==> src/rtl/nbd_pkg.sv <==
package nbd_pkg;
  localparam int DEF_DATA_W   = 8;
  localparam int DEF_COUNT_W  = 32;
  localparam int DEF_THRESH_W = 18;
  localparam int DEF_MAX_BLK  = 16;

  typedef enum logic [1:0] {
    PAT_ZERO  = 2'd0,
    PAT_ONES  = 2'd1,
    PAT_MIXED = 2'd2
  } pat_code_e;
endpackage

==> src/rtl/nbd_popcount.sv <==
module nbd_popcount #(
  parameter int DATA_W = 8,
  localparam int PC_W  = $clog2(DATA_W + 1)
) (
  input  logic [DATA_W-1:0] data,
  output logic [PC_W-1:0]   ones,
  output logic [PC_W-1:0]   zeros
);
  always_comb begin
    ones = '0;
    for (int i = 0; i < DATA_W; i++) begin
      ones = ones + PC_W'(data[i]);
    end
    zeros = PC_W'(DATA_W) - ones;
  end
endmodule

==> src/rtl/nbd_sat_counter.sv <==
module nbd_sat_counter #(
  parameter int W     = 32,
  parameter int INC_W = 4
) (
  input  logic             clk,
  input  logic             rst_n,
  input  logic             clr,
  input  logic             inc_en,
  input  logic [INC_W-1:0] inc,
  output logic [W-1:0]     cnt
);
  logic [W-1:0] base;
  logic [W:0]   sum;
  logic [W-1:0] cnt_d;

  always_comb begin
    base  = clr ? '0 : cnt;
    sum   = {1'b0, base} + (W+1)'(inc);
    cnt_d = base;
    if (inc_en) begin
      cnt_d = sum[W] ? {W{1'b1}} : sum[W-1:0];
    end
  end

  always_ff @(posedge clk or negedge rst_n) begin
    if (!rst_n) cnt <= '0;
    else        cnt <= cnt_d;
  end

  // without a step and without a clear the count holds
  p_hold_r3: assert property (@(posedge clk) disable iff (!rst_n)
    (!inc_en && !clr) |=> $stable(cnt));
  // without a clear the count never goes down (no wrap)
  p_no_wrap_r5: assert property (@(posedge clk) disable iff (!rst_n)
    !clr |=> (cnt >= $past(cnt)));
  // a clear with no byte leaves zero
  p_clear_r4: assert property (@(posedge clk) disable iff (!rst_n)
    (clr && !inc_en) |=> (cnt == '0));
endmodule

==> src/rtl/nbd_pattern_track.sv <==
module nbd_pattern_track import nbd_pkg::*; #(
  parameter int DATA_W  = 8,
  parameter int MAX_BLK = 16,
  localparam int IDX_W  = $clog2(MAX_BLK + 1)
) (
  input  logic                 clk,
  input  logic                 rst_n,
  input  logic                 cmd_start,
  input  logic                 byte_acc,
  input  logic [DATA_W-1:0]    byte_data,
  input  logic                 blk_end,
  output logic [2*MAX_BLK-1:0] pat_vec
);
  logic             all0_q, allf_q, seen_q;
  logic             all0_b, allf_b, seen_b;
  logic             all0_n, allf_n, seen_n;
  logic [IDX_W-1:0] idx_q;
  pat_code_e        code;

  always_comb begin
    all0_b = cmd_start ? 1'b1 : all0_q;
    allf_b = cmd_start ? 1'b1 : allf_q;
    seen_b = cmd_start ? 1'b0 : seen_q;
    all0_n = all0_b & (!byte_acc || byte_data == '0);
    allf_n = allf_b & (!byte_acc || byte_data == {DATA_W{1'b1}});
    seen_n = seen_b | byte_acc;
    if (!seen_n)     code = PAT_MIXED;
    else if (all0_n) code = PAT_ZERO;
    else if (allf_n) code = PAT_ONES;
    else             code = PAT_MIXED;
  end

  always_ff @(posedge clk or negedge rst_n) begin
    if (!rst_n) begin
      all0_q  <= 1'b1;
      allf_q  <= 1'b1;
      seen_q  <= 1'b0;
      idx_q   <= '0;
      pat_vec <= '0;
    end else if (cmd_start) begin
      all0_q  <= all0_n;
      allf_q  <= allf_n;
      seen_q  <= seen_n;
      idx_q   <= '0;
      pat_vec <= '0;
    end else if (blk_end) begin
      all0_q <= 1'b1;
      allf_q <= 1'b1;
      seen_q <= 1'b0;
      if (idx_q < IDX_W'(MAX_BLK)) begin
        for (int i = 0; i < MAX_BLK; i++) begin
          if (idx_q == IDX_W'(i)) pat_vec[2*i +: 2] <= code;
        end
        idx_q <= idx_q + 1'b1;
      end
    end else begin
      all0_q <= all0_n;
      allf_q <= allf_n;
      seen_q <= seen_n;
    end
  end

  // block index never passes the slot count
  p_idx_bound_r9: assert property (@(posedge clk) disable iff (!rst_n)
    idx_q <= IDX_W'(MAX_BLK));
  // a command start empties the code vector
  p_start_clears_r9: assert property (@(posedge clk) disable iff (!rst_n)
    cmd_start |=> (pat_vec == '0));

  for (genvar g = 0; g < MAX_BLK; g++) begin : g_legal
    // code 3 never appears in any slot
    p_code_legal_r8: assert property (@(posedge clk) disable iff (!rst_n)
      pat_vec[2*g +: 2] != 2'b11);
  end
endmodule

==> src/rtl/nand_blank_detect.sv <==
module nand_blank_detect import nbd_pkg::*; #(
  parameter int DATA_W   = DEF_DATA_W,
  parameter int COUNT_W  = DEF_COUNT_W,
  parameter int THRESH_W = DEF_THRESH_W,
  parameter int MAX_BLK  = DEF_MAX_BLK
) (
  input  logic                  clk,
  input  logic                  rst_n,
  input  logic                  cfg_we,
  input  logic                  cfg_count_en,
  input  logic [THRESH_W-1:0]   cfg_threshold,
  input  logic                  cmd_start,
  input  logic                  in_valid,
  output logic                  in_ready,
  input  logic [DATA_W-1:0]     in_data,
  input  logic                  blk_end,
  output logic [COUNT_W-1:0]    ones_cnt,
  output logic [COUNT_W-1:0]    zeros_cnt,
  output logic                  ones_low,
  output logic                  zeros_low,
  output logic [2*MAX_BLK-1:0]  pat_id
);
  localparam int PC_W  = $clog2(DATA_W + 1);
  localparam int CMP_W = (COUNT_W > THRESH_W) ? COUNT_W : THRESH_W;

  logic                count_en_q;
  logic [THRESH_W-1:0] thresh_q;
  logic                acc;
  logic [PC_W-1:0]     inc_amt [2];
  logic [COUNT_W-1:0]  cnt_q   [2];
  logic                low     [2];

  assign in_ready = 1'b1;
  assign acc      = in_valid & in_ready;

  always_ff @(posedge clk or negedge rst_n) begin
    if (!rst_n) begin
      count_en_q <= 1'b1;
      thresh_q   <= '0;
    end else if (cfg_we) begin
      count_en_q <= cfg_count_en;
      thresh_q   <= cfg_threshold;
    end
  end

  nbd_popcount #(.DATA_W(DATA_W)) u_pop (
    .data  (in_data),
    .ones  (inc_amt[0]),
    .zeros (inc_amt[1])
  );

  // index 0 counts ones, index 1 counts zeros
  for (genvar g = 0; g < 2; g++) begin : g_cnt
    logic [CMP_W-1:0] cnt_ext, th_ext;

    nbd_sat_counter #(.W(COUNT_W), .INC_W(PC_W)) u_cnt (
      .clk    (clk),
      .rst_n  (rst_n),
      .clr    (cmd_start),
      .inc_en (acc & count_en_q),
      .inc    (inc_amt[g]),
      .cnt    (cnt_q[g])
    );

    always_comb begin
      cnt_ext = CMP_W'(cnt_q[g]);
      th_ext  = CMP_W'(thresh_q);
      low[g]  = (cnt_ext <= th_ext);
    end
  end

  assign ones_cnt  = cnt_q[0];
  assign zeros_cnt = cnt_q[1];
  assign ones_low  = low[0];
  assign zeros_low = low[1];

  nbd_pattern_track #(.DATA_W(DATA_W), .MAX_BLK(MAX_BLK)) u_pat (
    .clk       (clk),
    .rst_n     (rst_n),
    .cmd_start (cmd_start),
    .byte_acc  (acc),
    .byte_data (in_data),
    .blk_end   (blk_end),
    .pat_vec   (pat_id)
  );

  // every valid byte is taken
  p_ready_r1: assert property (@(posedge clk) disable iff (!rst_n)
    in_valid |-> in_ready);
  // a start with no counted byte leaves ones_low raised
  p_ones_low_start_r6: assert property (@(posedge clk) disable iff (!rst_n)
    (cmd_start && !(acc && count_en_q)) |=> ones_low);
  // a start with no counted byte leaves zeros_low raised
  p_zeros_low_start_r7: assert property (@(posedge clk) disable iff (!rst_n)
    (cmd_start && !(acc && count_en_q)) |=> zeros_low);
  // with counting off the ones count holds
  p_disabled_hold_r3: assert property (@(posedge clk) disable iff (!rst_n)
    (!count_en_q && !cmd_start) |=> $stable(ones_cnt));
endmodule

==> config.mk <==
export PLATFORM = sky130hd
export DESIGN_NAME = nand_blank_detect
export DESIGN_NICKNAME = d
export VERILOG_FILES = /design/src/rtl/nbd_pkg.sv /design/src/rtl/nbd_popcount.sv /design/src/rtl/nbd_sat_counter.sv /design/src/rtl/nbd_pattern_track.sv /design/src/rtl/nand_blank_detect.sv
export SDC_FILE = /design/constraint.sdc
export NUM_CORES = 1
export LEC_CHECK = 0
export CORE_ASPECT_RATIO = 0.8
export CORE_MARGIN = 3
export CORE_UTILIZATION = 57
export DETAILED_ROUTE_END_ITERATION = 16
export HOLD_SLACK_MARGIN = 0.02
export PLACE_DENSITY_LB_ADDON = 0.08
export SETUP_SLACK_MARGIN = 0.4
export SLEW_MARGIN = 5
export SYNTH_ARGS = -nofsm -noshare
export SYNTH_HDL_FRONTEND = slang
export SYNTH_SLANG_ARGS = --single-unit
==> constraint.sdc <==
create_clock -name clk -period 3.9 [get_ports clk]
set_clock_uncertainty 0.15 [all_clocks]
set_input_delay 0.39 -clock clk [delete_from_list [all_inputs] [get_ports clk]]
set_output_delay 0.39 -clock clk [all_outputs]
set_load 0.005 [all_outputs]
==> impl_results.md, run 1 <==
* Status: finished, violations left
* Violated checks: negative setup slack
* Worst path cell trace: buf_8 -> inv_8 -> ha_4 -> inv_2 -> fa_1 -> fa_1 -> inv_2 -> fa_2 -> inv_2 -> fa_2 -> ha_4 -> xnor2_2 -> ha_4 -> o21a_1 -> a21oi_4 -> buf_4 -> or3_4 -> buf_12 -> nor2_2 -> xnor2_1 -> o21ai_0
* Hold crit path type: input port to register
* Worst slack at placement at -1.42 ns
* Sequential area share after synthesis at 0.425
* Final setup violating endpoints at 63
* Cells after synthesis at 787
* Clock Latency Late Sink at 0.42 ns
* Vias in the first global route at 7002
* Post-synth cell types at 57
* Initial antenna violation count at 0
* CP top delay family: adder cells
* Root buffer cell: clkbuf_16
* Die Ht at 107 um
* FF-to-FF End: g_cnt[0].u_cnt.cnt[0]$_DFF_PN0_
* Synthesized cell area at 7260 sq um
* # clock sinks at 123
* Yosys reg bits at 123
* DRC at 0
* Largest net degree at the start of global routing at 59
* Starting Density at 0.590
* Final ANT Viol Nets at 0
* Synth top area cells: dfrtp_1 (41%), ha_1 (9.3%), xnor2_1 (5.2%), nand2_1 (5.0%), o21ai_0 (5.0%)
* CP required at 4.03 ns
* Met2 Use GR at 0.511
* Area fraction of the dominant cell type after synthesis at 0.414
* Slew Viols, Final at 0
* Number of max-cap violations at 0
* CP Capture Point: g_cnt[1].u_cnt.cnt[17]$_DFF_PN0_
* Die area at 14100 sq um
* GPL Wtd Cong at 0.882
* CP Buf/Inv Count at 7
* Nets@finish at 1063
* DR iter-0 viols at 664
* Routed wire length at 23.0 mm
* Filler cells at 677
* Layout cells sized above 1 at 0.210
* Drt wl/cell at 19.9 um
* Mapped Avg Cell Area at 9.22 sq um
* Top_reg_cell synth: dfrtp_1
* Final worst setup slack at -0.551 ns
* GRT overflow at 0
* Tot GR Track Use at 0.315
* Syn_nets at 880
* I/O Buffers at 130
* HPWL after detailed placement at 15.0 mm
* RSZ-0062 raised after global routing: yes
* Die W at 132 um
* YS warnings at 0
* CP startpoint: in_data[1]
* Via count at 6883
* Crit Path Max Fanout at 4
* H-Tree Depth at 4
* Max VDD drop at 318 uV
* Reg-to-Reg Start: g_cnt[0].u_cnt.cnt[25]$_DFF_PN0_
* Core Box Area at 12300 sq um
* Worst slew pin tran at 0.893 ns
* Fraction of registers with async set/reset at 1.00
* First-pass GRT wire length at 35.4 mm
* Grt met1 use at 0.417
* Flop2flop setup slack at 1.01 ns
* CTS Buf Count at 17
* Placed Cells at 1096
* Crit path capture type: register
* Clock transition at path regs at 0.06 ns
* Clock Tree Buf Depth at 2
* Fin cells at 1154
* EDFF count, synth at 0
* Post-route minimum period at 4.45 ns
* Setup crit start kind: input port
* Gr busiest metal: met2
* Setup Crit Path Kind: input port to register
* Dominant cell type by area after synthesis: dfrtp_1
* Max incr delay on CP at 0.51 ns
* DR vias/cell at 5.96
* Period Utilization, post-route at 1.14
* PwrDens at 375 nW/um^2
* WP depth at 21
* R2R depth at 6
* GRT met3 Usage at 0.0629
* Slew headroom at 0.396
* Worst path arrival time at 4.58 ns
* Ant. Diodes at 0
* Syn-to-layout area delta at 42.9%
* Row count at 36
* I/O pin count at 132
* P_leak at 4.58 nW
* Fmax at 225 MHz
* CTS tree: done
* Final Hold Fails at 0
* Critical Path Slowest Stage Cell: fa_1
* TritonRoute pass-1 iters at 5
[flip-flops by register name, indices dropped and copies added (netlist names)]
name             cells
count_en_q           1
g_cnt.u_cnt.cnt     64
thresh_q            18
u_pat.all0_q         1
u_pat.allf_q         1
u_pat.idx_q          5
u_pat.pat_vec       32
u_pat.seen_q         1
[worst min path at each step]
stage                    from                                to  cells after the start
floorplan               rst_n   g_cnt[0].u_cnt.cnt[0]$_DFF_PN0_                      0
global placement        rst_n           thresh_q[0]$_DFFE_PN0P_                      1
detailed placement      rst_n           thresh_q[0]$_DFFE_PN0P_                      1
CTS                 cmd_start  g_cnt[0].u_cnt.cnt[17]$_DFF_PN0_                      2
global route        cmd_start  g_cnt[0].u_cnt.cnt[16]$_DFF_PN0_                      2
finish              cmd_start  g_cnt[0].u_cnt.cnt[16]$_DFF_PN0_                      2
[per-stage QoR]
stage	power (mW)	TNS, ns	utilization	hold WS, ns	cell area, sq um
after floorplan	1.81	-23.54	-	-0.0556	7450
after global placement	2.07	-73.13	0.740	0.347	9100
after detailed placement	2.09	-75.81	0.740	0.337	9100
after CTS	3.76	-18.43	0.821	0.240	10100
after global routing	4.05	-35.17	0.844	0.261	10400
final	3.89	-27.14	0.844	0.254	10400
[cell usage in the layout (no fill, tap or decap), types with 10 or more instances in the layout]
cell             netlist  routed
a21oi_2                0      10
ha_1                  54      49
a21oi_1               35      24
o21ai_0               72      48
o21ai_2                0      13
xor2_1                15      15
nand2_1               97      83
nand3_1               32      31
xnor2_1               43      37
o21ai_1                4      15
nor2_1                49      39
nor4_1                13      10
buf_6                  1      22
buf_4                  1      42
inv_1                 44      37
mux2i_1               19      19
nand2_2                0      11
nor2b_1               21      21
clkbuf_16              0      17
clkdlybuf4s50_1        0     124
dfrtp_1              120     120
nand4_1               25      25
[timing repair]
item,in CTS,in global routing
setup endpoints to repair,64,65
cloned,2,1
pin swaps,41,27
endpoints found under the hold margin,54,0
hold buffers,1,0
gates resized for setup,91,52
setup buffers,13,9
[layer usage]
metal	share of wire	up-vias	routed length (um)
li1	-	3110	-
met1	0.41	3368	9360
met2	0.48	326	11100
met3	0.075	79	1710
met4	0.036	0	818
met5	0	-	0
[logic make-up after synthesis]
logic type               count (synthesis)  share of synthesized area
adder cells (fa/ha/maj)                 60                      0.110
multiplexers                            21                     0.0293
buffers and inverters                   77                     0.0417
XOR/XNOR                                58                     0.0700
other                                    1                   0.000517
AND/OR/NAND/NOR                        304                      0.214
AO/OA/AOI/OAI                          143                      0.111
flip-flops                             123                      0.425
[cells in the mapped netlist (2+ instances only)]
library cell and count:
nand2_1 97, ha_1 54, nor2b_1 21, buf_2 2, nand4_1 25, buf_1 2, and2b_1 4, o22a_1 4
dfrtp_1 120, or2_2 2, and2_1 4, and3_1 9, fa_1 6, nand3_1 32, o41ai_1 2, mux2i_1 19
nor3_1 17, xnor2_1 43, a211o_1 2, a211oi_1 4, clkbuf_1 27, nor2_1 49, nor4_1 13, a2111oi_0 2
dfstp_2 3, or3_1 3, inv_1 44, a21o_1 6, o21ai_0 72, or4b_2 2, nand2b_1 6, nor3_2 3
or4_1 2, a21oi_1 35, a31oi_1 5, o21ai_1 4, xor2_1 15, mux2_2 2, nor3b_1 2, and4_1 6
[power by group]
| group | switching, mW | internal [mW] |
|---|---|---|
| Clock | 0.579 | 0.999 |
| Sequential | 0.0412 | 1.33 |
| Combinational | 0.469 | 0.480 |
| Total | 1.09 | 2.80 |
[area by class of cell]
cell class,instances,area [sq um],share of cell area
Sequential cell,123,3080,0.297
Multi-Input combinational cell,587,4400,0.424
Inverter,44,178,0.0171
Tap cell,171,214,0.0206
Clock buffer,20,437,0.0421
Timing Repair Buffer,197,1920,0.185
Clock inverter,12,149,0.0144
No activity file was read; power rests on OpenSTA's default activity.
==> run 2: changes to the inputs <==
--- a/config.mk
+++ b/config.mk
@@ -8,8 +8,10 @@
 export CORE_ASPECT_RATIO = 0.8
 export CORE_MARGIN = 3
 export CORE_UTILIZATION = 57
+export CTS_CLUSTER_DIAMETER = 50
 export DETAILED_ROUTE_END_ITERATION = 16
 export HOLD_SLACK_MARGIN = 0.02
+export MAX_ROUTING_LAYER = met4
 export PLACE_DENSITY_LB_ADDON = 0.08
 export SETUP_SLACK_MARGIN = 0.4
 export SLEW_MARGIN = 5
==> constraint.sdc (replaced) <==
create_clock -name clk -period 5.65 [get_ports clk]
set_clock_uncertainty 0.15 [all_clocks]
set_input_delay 0.565 -clock clk [delete_from_list [all_inputs] [get_ports clk]]
set_output_delay 0.565 -clock clk [all_outputs]
set_load 0.005 [all_outputs]
==> run 2 against run 1 <==
The run now ends clean. Power decreased by 33%. Core utilization decreased by 7.5 points. Via count decreased by 5.7%. Final cell count decreased by 4.6%. First-iteration DRC count decreased by 23%. Worst hold slack got worse by 0.21 ns. Critical path type unchanged. Critical endpoint is now g_cnt[1].u_cnt.cnt[30]$_DFF_PN0_.
==> impl_results.md, run 2 (synthesis gave the netlist of run 1 again) <==
* Crit Path Max Fanout at 7 (+3)
* DR iter-0 viols at 513 (-23%)
* Post-route minimum period at 5.23 ns
* Hold crit path type: input port to async pin
* Tot GR Track Use at 0.300 (-0.0152)
* CP required at 5.83 ns (+1.80 ns)
* Final ANT Viol Nets at 0 (unchanged)
* Most common cell after layout, fill and taps aside: clkdlybuf4s50_1
* Crit path capture type: register
* RSZ-0062 raised after global routing: yes
* I/O pin count at 132 (unchanged)
* Fmax at 191 MHz
* Hold WS at 0.0440 ns (-0.210 ns)
* Initial antenna violation count at 0 (unchanged)
* Die area at 14100 sq um (unchanged)
* Nets@finish at 1010 (-5.0%)
* Final Util at 0.769 (-0.0748)
* CTS Buf Count at 17 (unchanged)
* H-Tree Depth at 4 (unchanged)
* Slew Viols, Final at 0 (unchanged)
* Setup TNS at 0 ns (+27.14 ns)
* Final setup violating endpoints at 0 (-100%)
* Ant. Diodes at 0 (unchanged)
* Reg-to-Reg Start: g_cnt[0].u_cnt.cnt[10]$_DFF_PN0_
* Final Hold Fails at 0 (unchanged)
* Die W at 132 um (unchanged)
* HPWL after detailed placement at 14.3 mm (-4.6%)
* Core Box Area at 12300 sq um (unchanged)
* TritonRoute pass-1 iters at 5 (unchanged)
* Post-DP Area at 8720 sq um (-4.2%)
* Worst slew pin tran at 1.07 ns (+0.176 ns)
* Status: completed
* PwrDens at 278 nW/um^2 (-26%)
* CP startpoint: in_data[0]
* Top Registers: g_cnt.u_cnt.cnt: 64 flops, u_pat.pat_vec: 32 flops, thresh_q: 18 flops
* Routed wire length at 20.2 mm (-12%)
* Filler cells at 841 (+24%)
* Final instance area at 9450 sq um (-8.9%)
* Number of flip-flops in the largest register at 64 (unchanged)
* Clock Latency Late Sink at 0.42 ns (about the same)
* DR vias/cell at 5.90 (-1.2%)
* Syn-to-layout area delta at 30.2%
* Starting Density at 0.590 (unchanged)
* CTS tree: done
* P_leak at 4.14 nW (-9.7%)
* Clock Tree Buf Depth at 2 (unchanged)
* Period Utilization, post-route at 0.926
* Clock transition at path regs at 0.05 ns (about the same)
* Slew headroom at 0.285 (-0.111)
* I/O Buffers at 130 (unchanged)
* # clock sinks at 123 (unchanged)
* Root buffer cell: clkbuf_16
* Worst path arrival time at 5.41 ns (+0.83 ns)
* Setup Crit Path Kind: input port to register
* Setup crit start kind: input port
* Drt wl/cell at 18.4 um (-7.8%)
* Largest reg by FF count: g_cnt.u_cnt.cnt
* First-pass GRT wire length at 33.0 mm (-6.9%)
* Row count at 36 (unchanged)
* GRT overflow at 0 (unchanged)
* Largest net degree at the start of global routing at 70 (+19%)
* GPL Wtd Cong at 0.976 (+11%)
* DRC at 0 (unchanged)
* Die Ht at 107 um (unchanged)
* Layout cells sized above 1 at 0.0763 (-0.133)
* Via count at 6491 (-5.7%)
* Vias in the first global route at 6383 (-8.8%)
* Most frequent cells in the layout: clkdlybuf4s50_1 (128), dfrtp_1 (120), nand2_1 (97)
* Number of max-cap violations at 0 (unchanged)
* Hold_buf cts at 0 (-1)
* Max VDD drop at 217 uV (-32%)
==> run 2: cell count changes in the layout (fill, tap and decap cells not counted), sizes merged <==
cell / before / now
dlygate4sd2: 2 / 0
dlygate4sd3: 1 / 0
clkinv: 5 / 6
clkbuf: 20 / 19
bufinv: 3 / 6
buf: 70 / 16
clkdlybuf4s50: 124 / 128
clkinvlp: 4 / 1
==> run 2: layer usage <==
layer  part of all wire  global-route usage
met3              0.062              0.0797
met1               0.45               0.410
met4              0.015              0.0712
met5                  0                   -
met2               0.47               0.455
==> run 2: report_power, final <==
group	total, mW	leakage, nW	internal (mW)	switching, mW
sequential	0.939	1.66	0.915	0.0240
clock	1.23	0.326	0.835	0.400
combinational	0.454	2.15	0.200	0.254
==> run 2: final timing paths <==
path,endpoint,slack [ns],cells after the start
worst max-delay path,g_cnt[1].u_cnt.cnt[30]$_DFF_PN0_,0.42,19
max in group asynchronous,u_pat.pat_vec[8]$_DFFE_PN0P_,3.94,2
worst min register to register,u_pat.pat_vec[30]$_DFFE_PN0P_,0.34,2
worst min-delay path,thresh_q[0]$_DFFE_PN0P_,0.04,1
min in group clk,u_pat.pat_vec[30]$_DFFE_PN0P_,0.34,2
worst max register to register,g_cnt[0].u_cnt.cnt[2]$_DFF_PN0_,2.77,5
==> run 2: area by class of cell <==
type / instances / area (sq um) / share of cell area
clock buffer: 19 / 443 / 0.0469
clock inverter: 13 / 221 / 0.0234
inverter: 44 / 165 / 0.0175
multi-input combinational: 587 / 3930 / 0.416
sequential: 123 / 3080 / 0.326
tap: 171 / 214 / 0.0226
timing repair buffer: 144 / 1400 / 0.148
==> run 2: timing repair <==
item / CTS / global route
endpoints found under the setup margin: 7 / 37
resized for setup: 2 / 9
pin swaps: 0 / 2
buffers inserted: 1 / 1
==> run 2: metrics by stage <==
step / total power, mW / setup slack [ns] / std cells
5_1_grt: 2.73 / 0.346 / 1101
3_3_place_gp: 1.34 / 0.118 / 1067
4_1_cts: 2.61 / 0.419 / 1100
3_5_place_dp: 1.37 / -0.131 / 1067
2_1_floorplan: 1.21 / 0.754 / 787
6_report: 2.63 / 0.419 / 1101
==> run 2: critical path: stages <==
cell and delay [ns]:
clkdlybuf4s50_1 0.49, inv_1 0.06, ha_1 0.29, inv_1 0.07
fa_1 0.43, fa_1 0.51, inv_1 0.05, fa_1 0.37
inv_1 0.09, fa_1 0.46, ha_1 0.36, fa_1 0.49
a21o_1 0.24, a21oi_4 0.20, nand4b_1 0.14, buf_4 0.17
nor2_1 0.07, and3_1 0.19, a21oi_1 0.18
==> run 3: changes to the inputs <==
==> constraint.sdc (replaced) <==
create_clock -name clk -period 5.65 [get_ports clk]
set_clock_uncertainty 0.15 [all_clocks]
set_input_delay 0.565 -clock clk [delete_from_list [all_inputs] [get_ports clk]]
set_output_delay 0.565 -clock clk [all_outputs]
set_load 0.01 [all_outputs]
==> results of run 3 <==
The final DEF is identical to that of run 2. Status: completed.
